`src/rtl/pmu_pkg.sv`:
```
package pmu_pkg;
  localparam int CODE_W  = 6;
  localparam int NEV     = 1 << CODE_W;
  localparam int CTL_W   = 16;
  localparam int EN_BIT  = 15;
  localparam int ST_BIT  = 14;
  localparam int CLR_BIT = 13;
  localparam int CKS_BIT = 8;
  localparam logic [CODE_W-1:0] CODE_ELAPSED = 6'h23;
  localparam logic [CODE_W-1:0] CODE_LAST    = 6'h29;

  typedef struct packed {
    logic              enable;
    logic              start;
    logic              clk_sel;
    logic [CODE_W-1:0] code;
  } ctl_t;

  function automatic logic code_assigned(input logic [CODE_W-1:0] c);
    logic ok;
    ok = (c != '0) && (c <= CODE_LAST);
    if (c == 6'h0C || c == 6'h26) ok = 1'b0;
    if (c >= 6'h1B && c <= 6'h20) ok = 1'b0;
    return ok;
  endfunction

  function automatic logic [CTL_W-1:0] ctl_image(input ctl_t c);
    logic [CTL_W-1:0] r;
    r = '0;
    r[EN_BIT]       = c.enable;
    r[ST_BIT]       = c.start;
    r[CKS_BIT]      = c.clk_sel;
    r[CODE_W-1:0]   = c.code;
    return r;
  endfunction
endpackage

```
`src/rtl/pmu_counter.sv`:
```
module pmu_counter
  import pmu_pkg::*;
#(
  parameter int CNT_W = 48
) (
  input  logic             clk,
  input  logic             rst_n,
  input  logic             ctl_wr,
  input  ctl_t             ctl_new,
  input  logic             clr_req,
  input  logic [NEV-1:0]   ev_strobe,
  output ctl_t             ctl_q,
  output logic [CNT_W-1:0] count_q
);
  logic running, hit, bump, clr;

  assign running = ctl_q.enable & ctl_q.start;
  assign hit     = (ctl_q.code == CODE_ELAPSED) |
                   (code_assigned(ctl_q.code) & ev_strobe[ctl_q.code]);
  assign bump    = running & hit;
  assign clr     = ctl_wr & clr_req;

  always_ff @(posedge clk) begin
    if (!rst_n) begin
      ctl_q   <= '0;
      count_q <= '0;
    end else begin
      if (ctl_wr) ctl_q <= ctl_new;
      if (clr)       count_q <= '0;
      else if (bump) count_q <= count_q + 1'b1;
    end
  end

  AST_CLEAR_WINS: assert property (@(posedge clk) disable iff (!rst_n)
    clr |=> count_q == '0);
  AST_HOLD_WHEN_OFF: assert property (@(posedge clk) disable iff (!rst_n)
    (!(ctl_q.enable && ctl_q.start) && !clr) |=> $stable(count_q));
  AST_UNASSIGNED_QUIET: assert property (@(posedge clk) disable iff (!rst_n)
    (!code_assigned(ctl_q.code) && ctl_q.code != CODE_ELAPSED && !clr) |=> $stable(count_q));
  AST_UNIT_STEP: assert property (@(posedge clk) disable iff (!rst_n)
    !clr |=> (count_q == $past(count_q) || count_q == CNT_W'($past(count_q) + 1'b1)));
  AST_ELAPSED_TICK: assert property (@(posedge clk) disable iff (!rst_n)
    (running && ctl_q.code == CODE_ELAPSED && !clr) |=> count_q == CNT_W'($past(count_q) + 1'b1));
endmodule

```
`src/rtl/pmu_readport.sv`:
```
module pmu_readport
  import pmu_pkg::*;
#(
  parameter int NCNT   = 2,
  parameter int CNT_W  = 48,
  parameter int LO_W   = 32,
  parameter int ADDR_W = 3,
  parameter int DATA_W = 32
) (
  input  logic                        clk,
  input  logic                        rst_n,
  input  logic                        rd_en,
  input  logic [ADDR_W-1:0]           rd_addr,
  input  logic [NCNT-1:0][CTL_W-1:0]  ctl_img,
  input  logic [NCNT-1:0][CNT_W-1:0]  counts,
  output logic [DATA_W-1:0]           rd_data,
  output logic                        rd_valid
);
  localparam int HI_W = CNT_W - LO_W;

  logic [NCNT-1:0][LO_W-1:0] shadow_q;
  logic [NCNT-1:0]           armed_q;
  logic [NCNT-1:0]           hi_hit, lo_hit;
  logic [DATA_W-1:0]         rd_mux;

  always_comb begin
    rd_mux = '0;
    hi_hit = '0;
    lo_hit = '0;
    for (int i = 0; i < NCNT; i++) begin
      if (rd_addr == ADDR_W'(i)) rd_mux = DATA_W'(ctl_img[i]);
      if (rd_addr == ADDR_W'(NCNT + 2*i)) begin
        hi_hit[i] = 1'b1;
        rd_mux    = DATA_W'(counts[i][CNT_W-1:LO_W]);
      end
      if (rd_addr == ADDR_W'(NCNT + 2*i + 1)) begin
        lo_hit[i] = 1'b1;
        rd_mux    = armed_q[i] ? DATA_W'(shadow_q[i]) : DATA_W'(counts[i][LO_W-1:0]);
      end
    end
  end

  always_ff @(posedge clk) begin
    if (!rst_n) begin
      rd_valid <= 1'b0;
      rd_data  <= '0;
      shadow_q <= '0;
      armed_q  <= '0;
    end else begin
      rd_valid <= rd_en;
      if (rd_en) rd_data <= rd_mux;
      for (int i = 0; i < NCNT; i++) begin
        if (rd_en && hi_hit[i]) begin
          shadow_q[i] <= counts[i][LO_W-1:0];
          armed_q[i]  <= 1'b1;
        end else if (rd_en && lo_hit[i]) begin
          armed_q[i]  <= 1'b0;
        end
      end
    end
  end

  AST_READ_LATENCY: assert property (@(posedge clk) disable iff (!rst_n)
    rd_en |=> rd_valid);
  AST_NO_SPURIOUS_VALID: assert property (@(posedge clk) disable iff (!rst_n)
    !rd_en |=> !rd_valid);

  for (genvar g = 0; g < NCNT; g++) begin : g_snap
    AST_SNAPSHOT_CAPTURE: assert property (@(posedge clk) disable iff (!rst_n)
      (rd_en && hi_hit[g]) |=> shadow_q[g] == $past(counts[g][LO_W-1:0]));
  end

  initial begin
    AST_SPLIT_FITS: assert (HI_W > 0 && HI_W <= DATA_W && LO_W <= DATA_W);
  end
endmodule

```
`src/rtl/dual_event_pmu.sv`:
```
module dual_event_pmu
  import pmu_pkg::*;
#(
  parameter int NCNT   = 2,
  parameter int CNT_W  = 48,
  parameter int LO_W   = 32,
  parameter int ADDR_W = 3,
  parameter int DATA_W = 32
) (
  input  logic                 clk,
  input  logic                 rst_n,
  input  logic [NEV-1:0]       ev_strobe,
  input  logic                 wr_en,
  input  logic                 rd_en,
  input  logic [ADDR_W-1:0]    addr,
  input  logic [CTL_W-1:0]     wr_data,
  output logic [DATA_W-1:0]    rd_data,
  output logic                 rd_valid
);
  ctl_t                        ctl_new;
  ctl_t [NCNT-1:0]             ctl_q;
  logic [NCNT-1:0][CTL_W-1:0]  ctl_img;
  logic [NCNT-1:0][CNT_W-1:0]  counts;
  logic                        unused_wr_bits;

  assign ctl_new = '{enable:  wr_data[EN_BIT],
                     start:   wr_data[ST_BIT],
                     clk_sel: wr_data[CKS_BIT],
                     code:    wr_data[CODE_W-1:0]};
  assign unused_wr_bits = ^{wr_data[12:9], wr_data[7:6]};

  for (genvar g = 0; g < NCNT; g++) begin : g_cnt
    pmu_counter #(.CNT_W(CNT_W)) u_cnt (
      .clk       (clk),
      .rst_n     (rst_n),
      .ctl_wr    (wr_en && addr == ADDR_W'(g)),
      .ctl_new   (ctl_new),
      .clr_req   (wr_data[CLR_BIT]),
      .ev_strobe (ev_strobe),
      .ctl_q     (ctl_q[g]),
      .count_q   (counts[g])
    );
    assign ctl_img[g] = ctl_image(ctl_q[g]);

    AST_OTHER_UNTOUCHED: assert property (@(posedge clk) disable iff (!rst_n)
      (wr_en && addr != ADDR_W'(g)) |=> $stable(ctl_q[g]));
  end

  pmu_readport #(
    .NCNT(NCNT), .CNT_W(CNT_W), .LO_W(LO_W), .ADDR_W(ADDR_W), .DATA_W(DATA_W)
  ) u_rd (
    .clk      (clk),
    .rst_n    (rst_n),
    .rd_en    (rd_en),
    .rd_addr  (addr),
    .ctl_img  (ctl_img),
    .counts   (counts),
    .rd_data  (rd_data),
    .rd_valid (rd_valid)
  );
endmodule

```
`config.mk`:
```
export PLATFORM = sky130hd
export DESIGN_NAME = dual_event_pmu
export DESIGN_NICKNAME = d
export VERILOG_FILES = /design/src/rtl/pmu_pkg.sv /design/src/rtl/pmu_counter.sv /design/src/rtl/pmu_readport.sv /design/src/rtl/dual_event_pmu.sv
export SDC_FILE = /design/constraint.sdc
export NUM_CORES = 1
export LEC_CHECK = 0
export CORE_MARGIN = 5
export CORE_UTILIZATION = 52
export CTS_BUF_LIST = sky130_fd_sc_hd__clkbuf_4
export DETAILED_ROUTE_END_ITERATION = 8
export GPL_ROUTABILITY_DRIVEN = 1
export PLACE_DENSITY = 0.73
export SYNTH_ARGS = -nofsm -noshare
export SYNTH_HDL_FRONTEND = slang
export SYNTH_HIERARCHICAL = 1
export SYNTH_SLANG_ARGS = --single-unit
```
`constraint.sdc`:
```
create_clock -name clk -period 4.45 [get_ports clk]
set_clock_uncertainty 0.2 [all_clocks]
set_input_delay 0.89 -clock clk [delete_from_list [all_inputs] [get_ports clk]]
set_output_delay 0.89 -clock clk [all_outputs]
set_load 0.02 [all_outputs]
```
Yosys cells after proc, flatten, opt, wreduce, memory -nomap -nowiden

Index checks and enable logic that the tools add are counted.

Add/sub/neg operators: 2
Multipliers: 0
Divide/modulo/power cells: 0
$lt $le $gt $ge: 8
Eq/ne operators: 11
Shifts and indexed selects: 0
Mux-type cells: 24
Bitwise gates (word level): 11
Reductions and logical operators: 19

Operators with widths:

| kind                    | count |
|---|---|
| $mux W32                | 6 |
| $add A48 B1 Y48 const B | 2 |
| $mux W16                | 2 |
| $eq A6 B6 Y1 const B    | 4 |
| $le A6 B6 Y1 const B    | 4 |
| $lt A6 B7 Y1 const B    | 2 |
| $mux W1                 | 14 |
| $bmux W1 S6             | 2 |
| $eq A6 B4 Y1 const B    | 2 |
| $ge A6 B5 Y1 const B    | 2 |
| $reduce_bool A6 Y1      | 2 |
| $logic_and A1 B1 Y1     | 10 |
| $and A1 B1 Y1           | 8 |
| $eq A3 B2 Y1 const B    | 2 |
| $eq A3 B3 Y1 const B    | 2 |
| $reduce_bool A2 Y1      | 2 |
| $reduce_or A2 Y1        | 2 |
| $eq A3 B1 Y1 const B    | 1 |
| $logic_not A3 Y1        | 1 |
| $logic_or A1 B1 Y1      | 2 |
| $or A1 B1 Y1            | 2 |
| $not A1 Y1              | 1 |

Register bits after elaboration: 213
Bits in latches: 0
RAM bits: 0
ROM bits: 0
Bits of input ports: 87
Memories: 0

Longest topological paths before layout

Gate-level depths: netlist of run 1.

Depth in word-level cells: 7
Depth in mapped cells: 10

By module

Netlist of run 1, hierarchy kept.

Modules (own cells, without submodules):

| module         | times used | cells each | area each (µm²) |
|---|---|---|---|
| pmu_counter    | 2          | 391        | 3,747.3 |
| pmu_readport   | 1          | 604        | 5,357.6 |
| dual_event_pmu | 1          | 3          | 31.3 |

Worst setup path after synthesis of run 1

No wires, ideal clock.

Path type: input port to flip-flop
From: in ev_strobe[39]
To: reg g_cnt[0].u_cnt.count_q[3]
Data arrival time: 2.890 ns
Data required time: 4.107 ns
Setup slack: 1.217 ns
Stages on the path: 7
Cells stage by stage: mux4_1 -> mux4_2 -> or4b_4 -> nand2_4 -> clkbuf_1 -> or4_1 -> a21oi_2

Word-level cells in the longest chain between the ends: 5

Ends and longest elaborated chain:

| what                          | RTL line             | RTL |
|---|---|---|
| start: declaration            | dual_event_pmu.sv:12 | `input logic [NEV-1:0] ev_strobe,` |
| $bmux W1 S6                   | pmu_counter.sv:19    | `(code_assigned(ctl_q.code) & ev_strobe[ctl_q.code]);` |
| $mux W1 (implied by the code) | pmu_counter.sv:19    |  |
| $and A1 B1 Y1                 | pmu_counter.sv:19    |  |
| $or A1 B1 Y1                  | pmu_counter.sv:18    | `assign hit = (ctl_q.code == CODE_ELAPSED) \|` |
| $and A1 B1 Y1                 | pmu_counter.sv:20    | `assign bump = running & hit;` |
| end signal: assignment        | pmu_counter.sv:30    | `else if (bump) count_q <= count_q + 1'b1;` |
| end: declaration              | pmu_counter.sv:13    | `output logic [CNT_W-1:0] count_q` |

Every way passes these cells. The select of a mux whose other input is x is not followed.
A chain may end at the register's enable or synchronous reset.

Worst setup path in the final report of run 1

From: reg g_cnt[0].u_cnt/ctl_q[1] (netlist name)
To: reg g_cnt[0].u_cnt.count_q[20]

Word-level cells in the longest chain between the ends: 7

Ends and longest elaborated chain:

| what                                                      | RTL line                     | RTL |
|---|---|---|
| $le A6 B6 Y1, or another cell as far along                | pmu_pkg.sv:21                | `ok = (c != '0) && (c <= CODE_LAST);` |
| $logic_and A1 B1 Y1 or $logic_or A1 B1 Y1 (tied branches) | pmu_pkg.sv:21, pmu_pkg.sv:22 |  |
| $mux W1                                                   | pmu_pkg.sv:22                | `if (c == 6'h0C \|\| c == 6'h26) ok = 1'b0;` |
| $mux W1                                                   | pmu_pkg.sv:23                | `if (c >= 6'h1B && c <= 6'h20) ok = 1'b0;` |
| $and A1 B1 Y1                                             | pmu_counter.sv:19            |  |
| $or A1 B1 Y1 *                                            | pmu_counter.sv:18            |  |
| $and A1 B1 Y1 *                                           | pmu_counter.sv:20            |  |

Mark *: on every way between the ends. The rest lies on a longest branch, timed or not. The select of a mux whose other input is x is not followed.

==> results of run 1 <==
-- cell type report --
type                            instances  area share
Timing Repair Buffer                  116      0.0796
Tap cell                              324      0.0282
Clock buffer                           92      0.0481
Multi-Input combinational cell       1049       0.542
Inverter                                4     0.00105
Sequential cell                       213       0.297
Antenna cell                            1    0.000174
Clock inverter                          8     0.00427
-- stage by stage --
stage	hold slack (ns)	cell area (um2)	total power, mW	utilization	std cells
finish	0.251	14400	4.10	0.589	1807
global route	0.269	14400	4.28	0.589	1807
CTS	0.253	14400	4.14	0.589	1806
detailed placement	0.245	13600	2.35	0.558	1706
global placement	0.236	13600	2.34	0.558	1706
floorplan	0.232	12900	2.21	-	1402
-- path summary, 6_finish.rpt --
kind / endpoint / slack [ns] / depth (start not counted) / start
min reg2reg: u_rd/shadow_q[43]$_SDFFE_PN0P_ / 0.25 / 2 / u_rd/shadow_q[43]$_SDFFE_PN0P_
min: u_rd/shadow_q[43]$_SDFFE_PN0P_ / 0.25 / 2 / u_rd/shadow_q[43]$_SDFFE_PN0P_
max: g_cnt[0].u_cnt/count_q[20]$_SDFFE_PP0P_ / 0.96 / 7 / g_cnt[0].u_cnt/ctl_q[1]$_SDFFE_PN0P_
max reg2reg: g_cnt[0].u_cnt/count_q[20]$_SDFFE_PP0P_ / 0.96 / 7 / g_cnt[0].u_cnt/ctl_q[1]$_SDFFE_PN0P_
-- worst max-delay path: cells and delay by family (launching register included) --
kind,cells,cell delay [ns]
multiplexers,1,0.21
flip-flops,1,0.64
AO/OA/AOI/OAI,1,0.15
buffers and inverters,1,0.30
AND/OR/NAND/NOR,4,1.89
-- flip-flops by register name, indices dropped and copies added, names as in the netlist --
register	count
g_cnt.u_cnt/count_q	96
u_rd/shadow_q	64
u_rd/rd_data	32
g_cnt.u_cnt/ctl_q	18
u_rd/armed_q	2
u_rd/rd_valid	1
-- metal layers --
metal | global-route usage | wire (um) | vias up
met5 | 0 | 0 | -
met3 | 0.0481 | 2300 | 47
met2 | 0.366 | 15800 | 374
met1 | 0.328 | 15400 | 5492
li1 | - | - | 5430
met4 | 0.0600 | 664 | 0
-- cell usage in the layout, fill, tap and decap left out, drive strengths merged, types with 3 or more instances in the layout --
cell type / netlist / final
a21boi: 64 / 64
a21o: 16 / 16
a21oi: 78 / 78
a31oi: 16 / 16
and2: 11 / 11
and2b: 3 / 3
and3: 26 / 26
and4: 16 / 16
buf: 70 / 21
clkbuf: 66 / 92
clkdlybuf4s50: 0 / 95
clkinv: 0 / 6
conb: 1 / 14
dfxtp: 213 / 213
inv: 4 / 4
mux2: 18 / 18
mux2i: 94 / 94
mux4: 22 / 22
nand2: 204 / 204
nand2b: 20 / 20
nand3: 46 / 46
nand4: 34 / 34
nor2: 4 / 4
nor2b: 37 / 37
nor3: 8 / 8
nor3b: 6 / 6
nor4: 12 / 12
o211ai: 4 / 4
o21a: 18 / 18
o21ai: 19 / 19
o221ai: 16 / 16
o22a: 16 / 16
o22ai: 20 / 20
o311ai: 14 / 14
o31ai: 76 / 76
o41ai: 14 / 14
or2: 3 / 3
or3: 4 / 4
or4: 74 / 74
-- cells by family (layout without fill, tap and decap cells) --
logic type | after synthesis | count (layout) | share of synthesized area
and+or+nand+nor | 520 | 520 | 0.232
adders and majority gates | 2 | 2 | 0.00194
DFF | 213 | 213 | 0.331
muxes | 134 | 134 | 0.131
buffers and inverters | 140 | 220 | 0.0716
AOI/OAI and AO/OA | 379 | 379 | 0.233
other | 1 | 15 | 0.000291
-- power breakdown --
group | total, mW | internal (mW) | leakage [nW] | switching (mW)
Clock | 1.79 | 0.983 | 0.449 | 0.805
Combinational | 0.371 | 0.158 | 2.12 | 0.213
Sequential | 1.94 | 1.92 | 1.72 | 0.0212
==> run_results.csv, run 1 <==
group,metric,value,unit
timing,finalSetupViolations,0,
min_path,hold_path.class,"reg -> reg",
drt,dr.pass1.iters,5,
setup_path,critical_path.slowest_cell,"or4_1",
clock_tree,clk_path_buf_depth,3,
synthesis,synth_edf_count,0,
clock_tree,cts-buffers-inserted,57,
setup_path,cp_cell_sequence,"buf_4 > mux2i_1 > nor3b_1 > nor4_2 > nand4_4 > or4_1 > a21oi_2",
setup_path,cp-end-kind,"flop",
setup_path,critPathMaxFanout,42,
synthesis,synth_area,12900,um2
die,core_area,24400,um2
clock_tree,h-tree-depth,2,
placed_design,hpwlAfterDp,22400,um
grt,track_usage,0.233,
synthesis,ys_seq_area_frac,0.331,
drt,postRouteWirelength,34200,um
finish,drive_gt1_frac,0.182,
synthesis,netlist_top_cells_count,"dfxtp_1 (213), nand2_1 (192), mux2i_1 (94), a21oi_2 (76), or4_1 (74)",
setup_path,required,4.83,ns
synthesis,ys_seq_elements,213,
synthesis,yosys_warnings,6,
timing,fin_ws,0.959,ns
clock_tree,root_buffer,"clkbuf_4",
timing,tns,0,ns
grt,grt_start_max_net_pins,97,
timing,tightest_slew,1.08,ns
grt,grt_pass1_wl,55100,um
finish,multi_input_area,7780,um2
setup_path,startpoint_type,"flop",
drt,wire_per_inst,18.9,um
finish,fin_nets,1530,
timing,rsz0062_at_grt,"false",
synthesis,synth.top_cell.area_share,0.331,
timing,fin_crit_sh,0.784,
finish,syn_to_final_growth,11.5,%
power_and_ir_drop,power_density,285,nW/um2
die,die_h,167,um
power_and_ir_drop,cellLeakagePower,4.29,nW
setup_path,arrival,3.87,ns
die,rows,57,
outcome,status,"finished clean",
finish,seq_area,4270,um2
drt,vias,11300,
finish,fill_cells,2151,
timing,slew_headroom,0.274,
clock_tree,cts.sinks,213,
placed_design,place_worst_setup_slack,0.458,ns
synthesis,synth_top_area_cell,"dfxtp_1",
clock_tree,insertion_delay,0.68,ns
synthesis,yosysMostFrequentCell,"dfxtp_1",
placed_design,gp_congestion,0.846,
grt,antenna_found_initial,1,
drt,drc_errors,0,
clock_tree,cts_setup_buffers,0,
setup_path,crit_type,"reg -> reg",
placed_design,io_buffer_count,97,
clock_tree,cts_resized,0,
grt,grt_overflow,0,
synthesis,yosysUniqueCellTypes,69,
die,start_util,0.528,
timing,finalCriticalPeriod,3.49,ns
synthesis,synthTopCellsByArea,"dfxtp_1 (33%), mux2i_1 (7.3%), nand2_1 (5.6%)",
drt,drt_iter0_drc,924,
synthesis,synthCells,1389,
die,fp.dieW,167,um
drt,ant_nets,0,
synthesis,avgSynthCellArea,9.28,um2
synthesis,yosys_most_used_dff,"dfxtp_1",
timing,report.final.hold_viol_count,0,
synthesis,async_flop_share,0,
setup_path,crit_path_max_incr_delay,0.68,ns
drt,vias_per_cell,6.28,
grt,grt_pass1_vias,10400,
job,cap_violations,0,
power_and_ir_drop,vdd_drop_max,0.137,mV
clock_tree,cts_tree,"done",
clock_tree,clk_pin_slew,0.06,ns
die,die-area,28000,um2
timing,timing.fmax,286,MHz
clock_tree,postCtsHoldBufs,0,
die,ios,120,
timing,report.final.slew_viol_count,0,
Note: power is estimated with default switching activity, not from simulation.
==> inputs of run 2 (changes only) <==
--- a/config.mk
+++ b/config.mk
@@ -10,7 +10,7 @@
 export CTS_BUF_LIST = sky130_fd_sc_hd__clkbuf_4
 export DETAILED_ROUTE_END_ITERATION = 8
 export GPL_ROUTABILITY_DRIVEN = 1
-export PLACE_DENSITY = 0.73
+export PLACE_DENSITY = 0.76
 export SYNTH_ARGS = -nofsm -noshare
 export SYNTH_HDL_FRONTEND = slang
 export SYNTH_HIERARCHICAL = 1
==> constraint.sdc (replaced) <==
create_clock -name clk -period 3.07 [get_ports clk]
set_clock_uncertainty 0.2 [all_clocks]
set_input_delay 0.614 -clock clk [delete_from_list [all_inputs] [get_ports clk]]
set_output_delay 0.614 -clock clk [all_outputs]
set_load 0.02 [all_outputs]
==> run 2 against run 1 <==
Compared with the run above: sequential share of layout area fell by 1.4 points; critical path depth rose by 4; combinational power rose by 68%; largest power group unchanged; highest routed layer unchanged.
==> run_results.csv, run 2 (synthesis results as in run 1) <==
group,metric,value,unit
die,die-area,28000,um2
job,cap_violations,0,
clock_tree,insertion_delay,0.67,ns
clock_tree,cts.sinks,213,
placed_design,gp_congestion,0.898,
finish,multi_input_area,7800,um2
timing,fin_crit_sh,0.947,
timing,tightest_slew,0.531,ns
setup_path,crit_path_max_incr_delay,0.54,ns
clock_tree,cts_tree,"done",
finish,top_register,"g_cnt.u_cnt/count_q",
timing,report.final.hold_viol_count,0,
drt,vias_per_cell,6.18,
finish,reg.largest.list,"g_cnt.u_cnt/count_q: 96 flops, u_rd/shadow_q: 64 flops, u_rd/rd_data: 32 flops",
placed_design,hpwlAfterDp,23900,um
die,rows,57,
clock_tree,h-tree-depth,2,
setup_path,cp_cell_sequence,"buf_4 > nand2b_1 > a211oi_1 > a2111oi_1 > buf_4 > nor4_2 > buf_4 > buf_4 > buf_12 > or4_1 > a21oi_2",
power_and_ir_drop,power_density,399,nW/um2
power_and_ir_drop,vdd_drop_max,0.199,mV
timing,fin_ws,0.162,ns
setup_path,cp-end-kind,"flop",
die,fp.dieW,167,um
finish,fin_nets,1595,
clock_tree,clk_pin_slew,0.07,ns
setup_path,arrival,3.31,ns
setup_path,startpoint_type,"flop",
drt,dr.pass1.iters,5,
timing,finalSetupViolations,0,
die,core_area,24400,um2
setup_path,crit_top_cell,"buf_4",
clock_tree,root_buffer,"clkbuf_4",
finish,fin_cells,1878,
timing,rsz0062_at_grt,"false",
placed_design,place_worst_setup_slack,-0.458,ns
die,start_util,0.528,
timing,report.final.slew_viol_count,0,
timing,slew_headroom,0.645,
drt,drc_errors,0,
die,die_h,167,um
drt,wire_per_inst,18.5,um
drt,vias,11600,
placed_design,io_buffer_count,97,
finish,fill_cells,2080,
min_path,hold_path.class,"in -> reg",
finish,drive_gt1_frac,0.216,
timing,finalCriticalPeriod,2.91,ns
finish,largest_register_ffs,96,
grt,grt_pass1_wl,56300,um
finish,layout_commonest_cell,"dfxtp_1",
placed_design,dp.cells,1766,
finish,syn_to_final_growth,17.2,%
drt,ant_nets,0,
timing,tns,0,ns
drt,drt_iter0_drc,952,
grt,antenna_found_initial,1,
clock_tree,postCtsHoldBufs,0,
setup_path,required,3.48,ns
grt,grt_start_max_net_pins,77,
finish,seq_area,4270,um2
setup_path,critPathMaxFanout,32,
outcome,status,"finished clean",
finish,final_cell_mix,"dfxtp_1 (209), nand2_1 (190), clkdlybuf4s50_1 (95)",
clock_tree,clk_path_buf_depth,3,
setup_path,critical_path.slowest_cell,"or4_1",
die,ios,120,
setup_path,crit_type,"reg -> reg",
timing,timing.fmax,344,MHz
grt,grt_pass1_vias,10900,
grt,grt_overflow,0,
clock_tree,cts-buffers-inserted,59,
grt,track_usage,0.238,
drt,postRouteWirelength,34700,um
power_and_ir_drop,cellLeakagePower,4.71,nW
-- run 2: cell types whose count changed in the layout (fill, tap and decap cells not counted), sizes merged --
cell      delta
clkinv      +12
bufbuf       +1
clkbuf       -4
clkinvlp     -1
inv          +1
buf         +62
-- run 2: layout make-up --
class	instances	share of cell area
Antenna cell	1	0.000166
Timing Repair Buffer	179	0.121
Tap cell	324	0.0269
Clock inverter	20	0.00688
Inverter	4	0.000995
Sequential cell	213	0.283
Multi-Input combinational cell	1049	0.517
Clock buffer	88	0.0438
-- run 2: per-layer routing --
layer | wire length, um | GRT usage
met1 | 14900 | 0.316
met2 | 16500 | 0.388
met3 | 2290 | 0.0509
met4 | 910 | 0.0766
met5 | 0 | 0
-- run 2: where the power goes --
| group | total [mW] | switching, mW | internal (mW) |
|---|---|---|---|
| clock | 2.60 | 1.20 | 1.39 |
| combinational | 0.624 | 0.332 | 0.293 |
| sequential | 2.80 | 0.0218 | 2.78 |
-- run 2: worst paths after layout --
kind | slack, ns | cells after the start | startpoint | endpoint
max | 0.16 | 11 | g_cnt[1].u_cnt/ctl_q[3]$_SDFFE_PN0P_ | g_cnt[1].u_cnt/count_q[35]$_SDFFE_PP0P_
min | 0.21 | 2 | rst_n | u_rd/shadow_q[0]$_SDFFE_PN0P_
max reg2reg | 0.16 | 11 | g_cnt[1].u_cnt/ctl_q[3]$_SDFFE_PN0P_ | g_cnt[1].u_cnt/count_q[35]$_SDFFE_PP0P_
min reg2reg | 0.25 | 2 | u_rd/shadow_q[54]$_SDFFE_PN0P_ | u_rd/shadow_q[54]$_SDFFE_PN0P_
-- run 2: timing repair --
action                     CTS  global route
setup endpoints to repair    1            46
pin swaps                    0             1
gates resized for setup      1            14
setup buffers                0             2
cloned                       0             1
-- run 2: metrics by stage --
| stage | area (um2) | hold slack (ns) | total power [mW] | util |
|---|---|---|---|---|
| after floorplan | 12900 | 0.232 | 3.21 | - |
| after global placement | 14200 | 0.237 | 3.44 | 0.584 |
| after detailed placement | 14200 | 0.245 | 3.46 | 0.584 |
| after CTS | 15000 | 0.139 | 6.06 | 0.615 |
| after global routing | 15100 | 0.142 | 6.29 | 0.619 |
| final | 15100 | 0.206 | 6.02 | 0.619 |
-- run 2: worst max-delay path: cells and delay by family (launching register included) --
family / cells / cell delay, ns
buffers and inverters: 5 / 0.90
AND/OR/NAND/NOR: 3 / 0.77
AO/OA/AOI/OAI: 3 / 0.56
flip-flops: 1 / 0.43
==> inputs of run 3 (changes only) <==
--- a/config.mk
+++ b/config.mk
@@ -5,9 +5,11 @@
 export SDC_FILE = /design/constraint.sdc
 export NUM_CORES = 1
 export LEC_CHECK = 0
+export ABC_AREA = 1
 export CORE_MARGIN = 5
 export CORE_UTILIZATION = 52
 export CTS_BUF_LIST = sky130_fd_sc_hd__clkbuf_4
+export CTS_CLUSTER_DIAMETER = 100
 export DETAILED_ROUTE_END_ITERATION = 8
 export GPL_ROUTABILITY_DRIVEN = 1
 export PLACE_DENSITY = 0.76
==> run 3 against run 2 <==
Compared with the run above: hold slack better by 0.039 ns; design area up 0.83%; combinational power up 12%; count of clock-buffer cells in the layout down 6; sequential power up 1%; critical path depth up 4; critical path type unchanged; critical endpoint is now g_cnt[1].u_cnt/count_q[33]$_SDFFE_PP0P_; largest power group unchanged; highest routed layer unchanged.
==> run_results.csv, run 3 <==
group,metric,value,unit
outcome,status,"finished clean",
placed_design,place_worst_setup_slack,0.244,ns
setup_path,critical_path.startpoint,"g_cnt[1].u_cnt/ctl_q[0]$_SDFFE_PN0P_",
synthesis,synth_top_area_cell,"dfxtp_1",
placed_design,gp_congestion,0.945,
timing,fin_crit_sh,0.837,
finish,drive_gt1_frac,0.0740,
synthesis,async_flop_share,0,
clock_tree,h-tree-depth,2,
synthesis,yosysUniqueCellTypes,41,
synthesis,yosys_most_used_dff,"dfxtp_1",
drt,drc_errors,0,
timing,fin_ws,0.500,ns
synthesis,netlist_top_cells_count,"nand2_1 (651), dfxtp_1 (213), nand3_1 (212), inv_1 (206), a21oi_1 (191)",
finish,multi_input_area,7680,um2
finish,fill_cells,2488,
clock_tree,cts.sinks,213,
grt,track_usage,0.283,
synthesis,synth.top_cell.area_share,0.320,
timing,rsz0062_at_grt,"false",
setup_path,required,3.47,ns
setup_path,rr_endpoint,"g_cnt[1].u_cnt/count_q[33]$_SDFFE_PP0P_",
synthesis,avgSynthCellArea,6.23,um2
finish,fin_nets,2319,
synthesis,ys_seq_area_frac,0.320,
die,fp.dieW,170,um
drt,vias_per_cell,5.51,
drt,wire_per_inst,16.2,um
synthesis,yosysMostFrequentCell,"nand2_1",
setup_path,endpoint,"g_cnt[1].u_cnt/count_q[33]$_SDFFE_PP0P_",
drt,postRouteWirelength,42200,um
synthesis,synthCells,2136,
job,cap_violations,0,
finish,final_cell_mix,"nand2_1 (651), nand3_1 (211), dfxtp_1 (211)",
setup_path,arrival,2.97,ns
grt,grt_start_max_net_pins,66,
clock_tree,clk_pin_slew,0.07,ns
clock_tree,cts_setup_buffers,0,
die,ios,120,
synthesis,yosys_warnings,6,
die,rows,58,
timing,finalSetupViolations,0,
timing,slew_headroom,0.547,
setup_path,cp-end-kind,"flop",
synthesis,synthTopCellsByArea,"dfxtp_1 (32%), nand2_1 (18%), nand3_1 (8.0%)",
finish,top_register,"g_cnt.u_cnt/count_q",
drt,ant_nets,0,
grt,grt_overflow,0,
finish,reg.largest.list,"g_cnt.u_cnt/count_q: 96 flops, u_rd/shadow_q: 64 flops, u_rd/rd_data: 32 flops",
setup_path,reg2reg_depth,15,
clock_tree,insertion_delay,0.71,ns
clock_tree,cts_resized,0,
setup_path,r2r_slack,0.50,ns
die,start_util,0.528,
die,die_h,170,um
finish,largest_register_ffs,96,
setup_path,crit_type,"reg -> reg",
synthesis,ys_seq_elements,213,
timing,report.final.slew_viol_count,0,
clock_tree,postCtsHoldBufs,0,
clock_tree,cts-buffers-inserted,58,
grt,grt_pass1_vias,13200,
min_path,hold_path.class,"in -> reg",
setup_path,reg2reg_from,"g_cnt[1].u_cnt/ctl_q[0]$_SDFFE_PN0P_",
setup_path,critPathMaxFanout,32,
timing,tns,0,ns
power_and_ir_drop,power_density,399,nW/um2
finish,seq_area,4270,um2
drt,drt_iter0_drc,1348,
grt,grt_pass1_wl,67500,um
synthesis,synth_edf_count,0,
timing,report.final.hold_viol_count,0,
clock_tree,cts_tree,"done",
grt,antenna_found_initial,1,
setup_path,startpoint_type,"flop",
timing,finalCriticalPeriod,2.57,ns
min_path,hp-start,"rst_n",
clock_tree,clk_path_buf_depth,3,
timing,timing.fmax,389,MHz
power_and_ir_drop,vdd_drop_max,0.365,mV
placed_design,hpwlAfterDp,30800,um
drt,vias,14300,
finish,layout_commonest_cell,"nand2_1",
timing,tightest_slew,0.675,ns
die,core_area,25200,um2
synthesis,synth_area,13300,um2
clock_tree,root_buffer,"clkbuf_4",
power_and_ir_drop,cellLeakagePower,5.71,nW
die,die-area,28900,um2
drt,dr.pass1.iters,6,
placed_design,io_buffer_count,97,
finish,syn_to_final_growth,14.4,%
-- run 3: cell count changes in the layout (fill, tap and decap cells not counted), sizes merged, moves of 48 or more --
cell	change
nor2	+161
nand2	+454
o21ai	+121
buf	-48
or4	-74
inv	+210
a21oi	+122
xor2	+54
nand3	+173
mux2i	-94
a21boi	-62
o31ai	-76
-- run 3: worst min path at each step --
stage	to	slack [ns]	cells after the start
2_1_floorplan	u_rd/shadow_q[0]$_SDFFE_PN0P_	0.23	2
3_3_place_gp	u_rd/shadow_q[36]$_SDFFE_PN0P_	0.24	2
3_5_place_dp	u_rd/shadow_q[53]$_SDFFE_PN0P_	0.24	2
4_1_cts	g_cnt[0].u_cnt/ctl_q[4]$_SDFFE_PN0P_	0.21	3
5_1_grt	g_cnt[0].u_cnt/ctl_q[2]$_SDFFE_PN0P_	0.22	3
6_report	g_cnt[0].u_cnt/ctl_q[8]$_SDFFE_PN0P_	0.24	3
-- run 3: per-layer routing --
metal	part of all wire	vias to the layer above	routed length [um]	track usage
met2	0.46	560	19400	0.462
met1	0.44	6545	18500	0.388
met4	0.025	0	1080	0.0865
li1	-	7145	-	-
met5	0	-	0	0
met3	0.078	81	3280	0.0446
-- run 3: cell type report --
type | instances | area share
Clock buffer | 82 | 0.0404
Clock inverter | 19 | 0.00814
Antenna cell | 1 | 0.000164
Timing Repair Buffer | 131 | 0.0860
Sequential cell | 213 | 0.280
Multi-Input combinational cell | 1611 | 0.505
Inverter | 215 | 0.0532
Tap cell | 330 | 0.0271
-- run 3: kinds of logic after synthesis --
group,after synthesis,share of synthesized area
xor gates and xnor gates,78,0.0513
adders and majority gates,2,0.00188
and+or+nand+nor,1125,0.360
AOI/OAI and AO/OA,392,0.159
DFF,213,0.320
buffers and inverters,325,0.106
other,1,0.000282
-- run 3: per-stage QoR --
| step | hold slack (ns) | std cells | total power, mW | util | cell area [um2] |
|---|---|---|---|---|---|
| floorplan | 0.229 | 2149 | 3.34 | - | 13400 |
| CTS | 0.210 | 2601 | 6.14 | 0.604 | 15200 |
| detailed placement | 0.243 | 2500 | 3.59 | 0.575 | 14500 |
| global placement | 0.236 | 2500 | 3.58 | 0.575 | 14500 |
| global route | 0.224 | 2602 | 6.40 | 0.604 | 15200 |
| finish | 0.245 | 2602 | 6.08 | 0.604 | 15200 |
-- run 3: worst max-delay path, stage by stage (launching register included) --
cell and delay, ns:
dfxtp_2 0.52, inv_2 0.25, nand2_1 0.11, nand3_1 0.07, nand2_1 0.14, nand2_1 0.07
nand2_1 0.08, nor2_1 0.05, nor2_1 0.09, nor2_1 0.05, nand2_1 0.07, nand2_2 0.10
nand2_2 0.08, buf_4 0.33, nand2_1 0.12, a21oi_1 0.16
-- run 3: report_power, final --
group | total [mW] | switching, mW | internal, mW
logic | 0.697 | 0.437 | 0.260
registers | 2.84 | 0.0314 | 2.81
clock network | 2.54 | 1.22 | 1.32
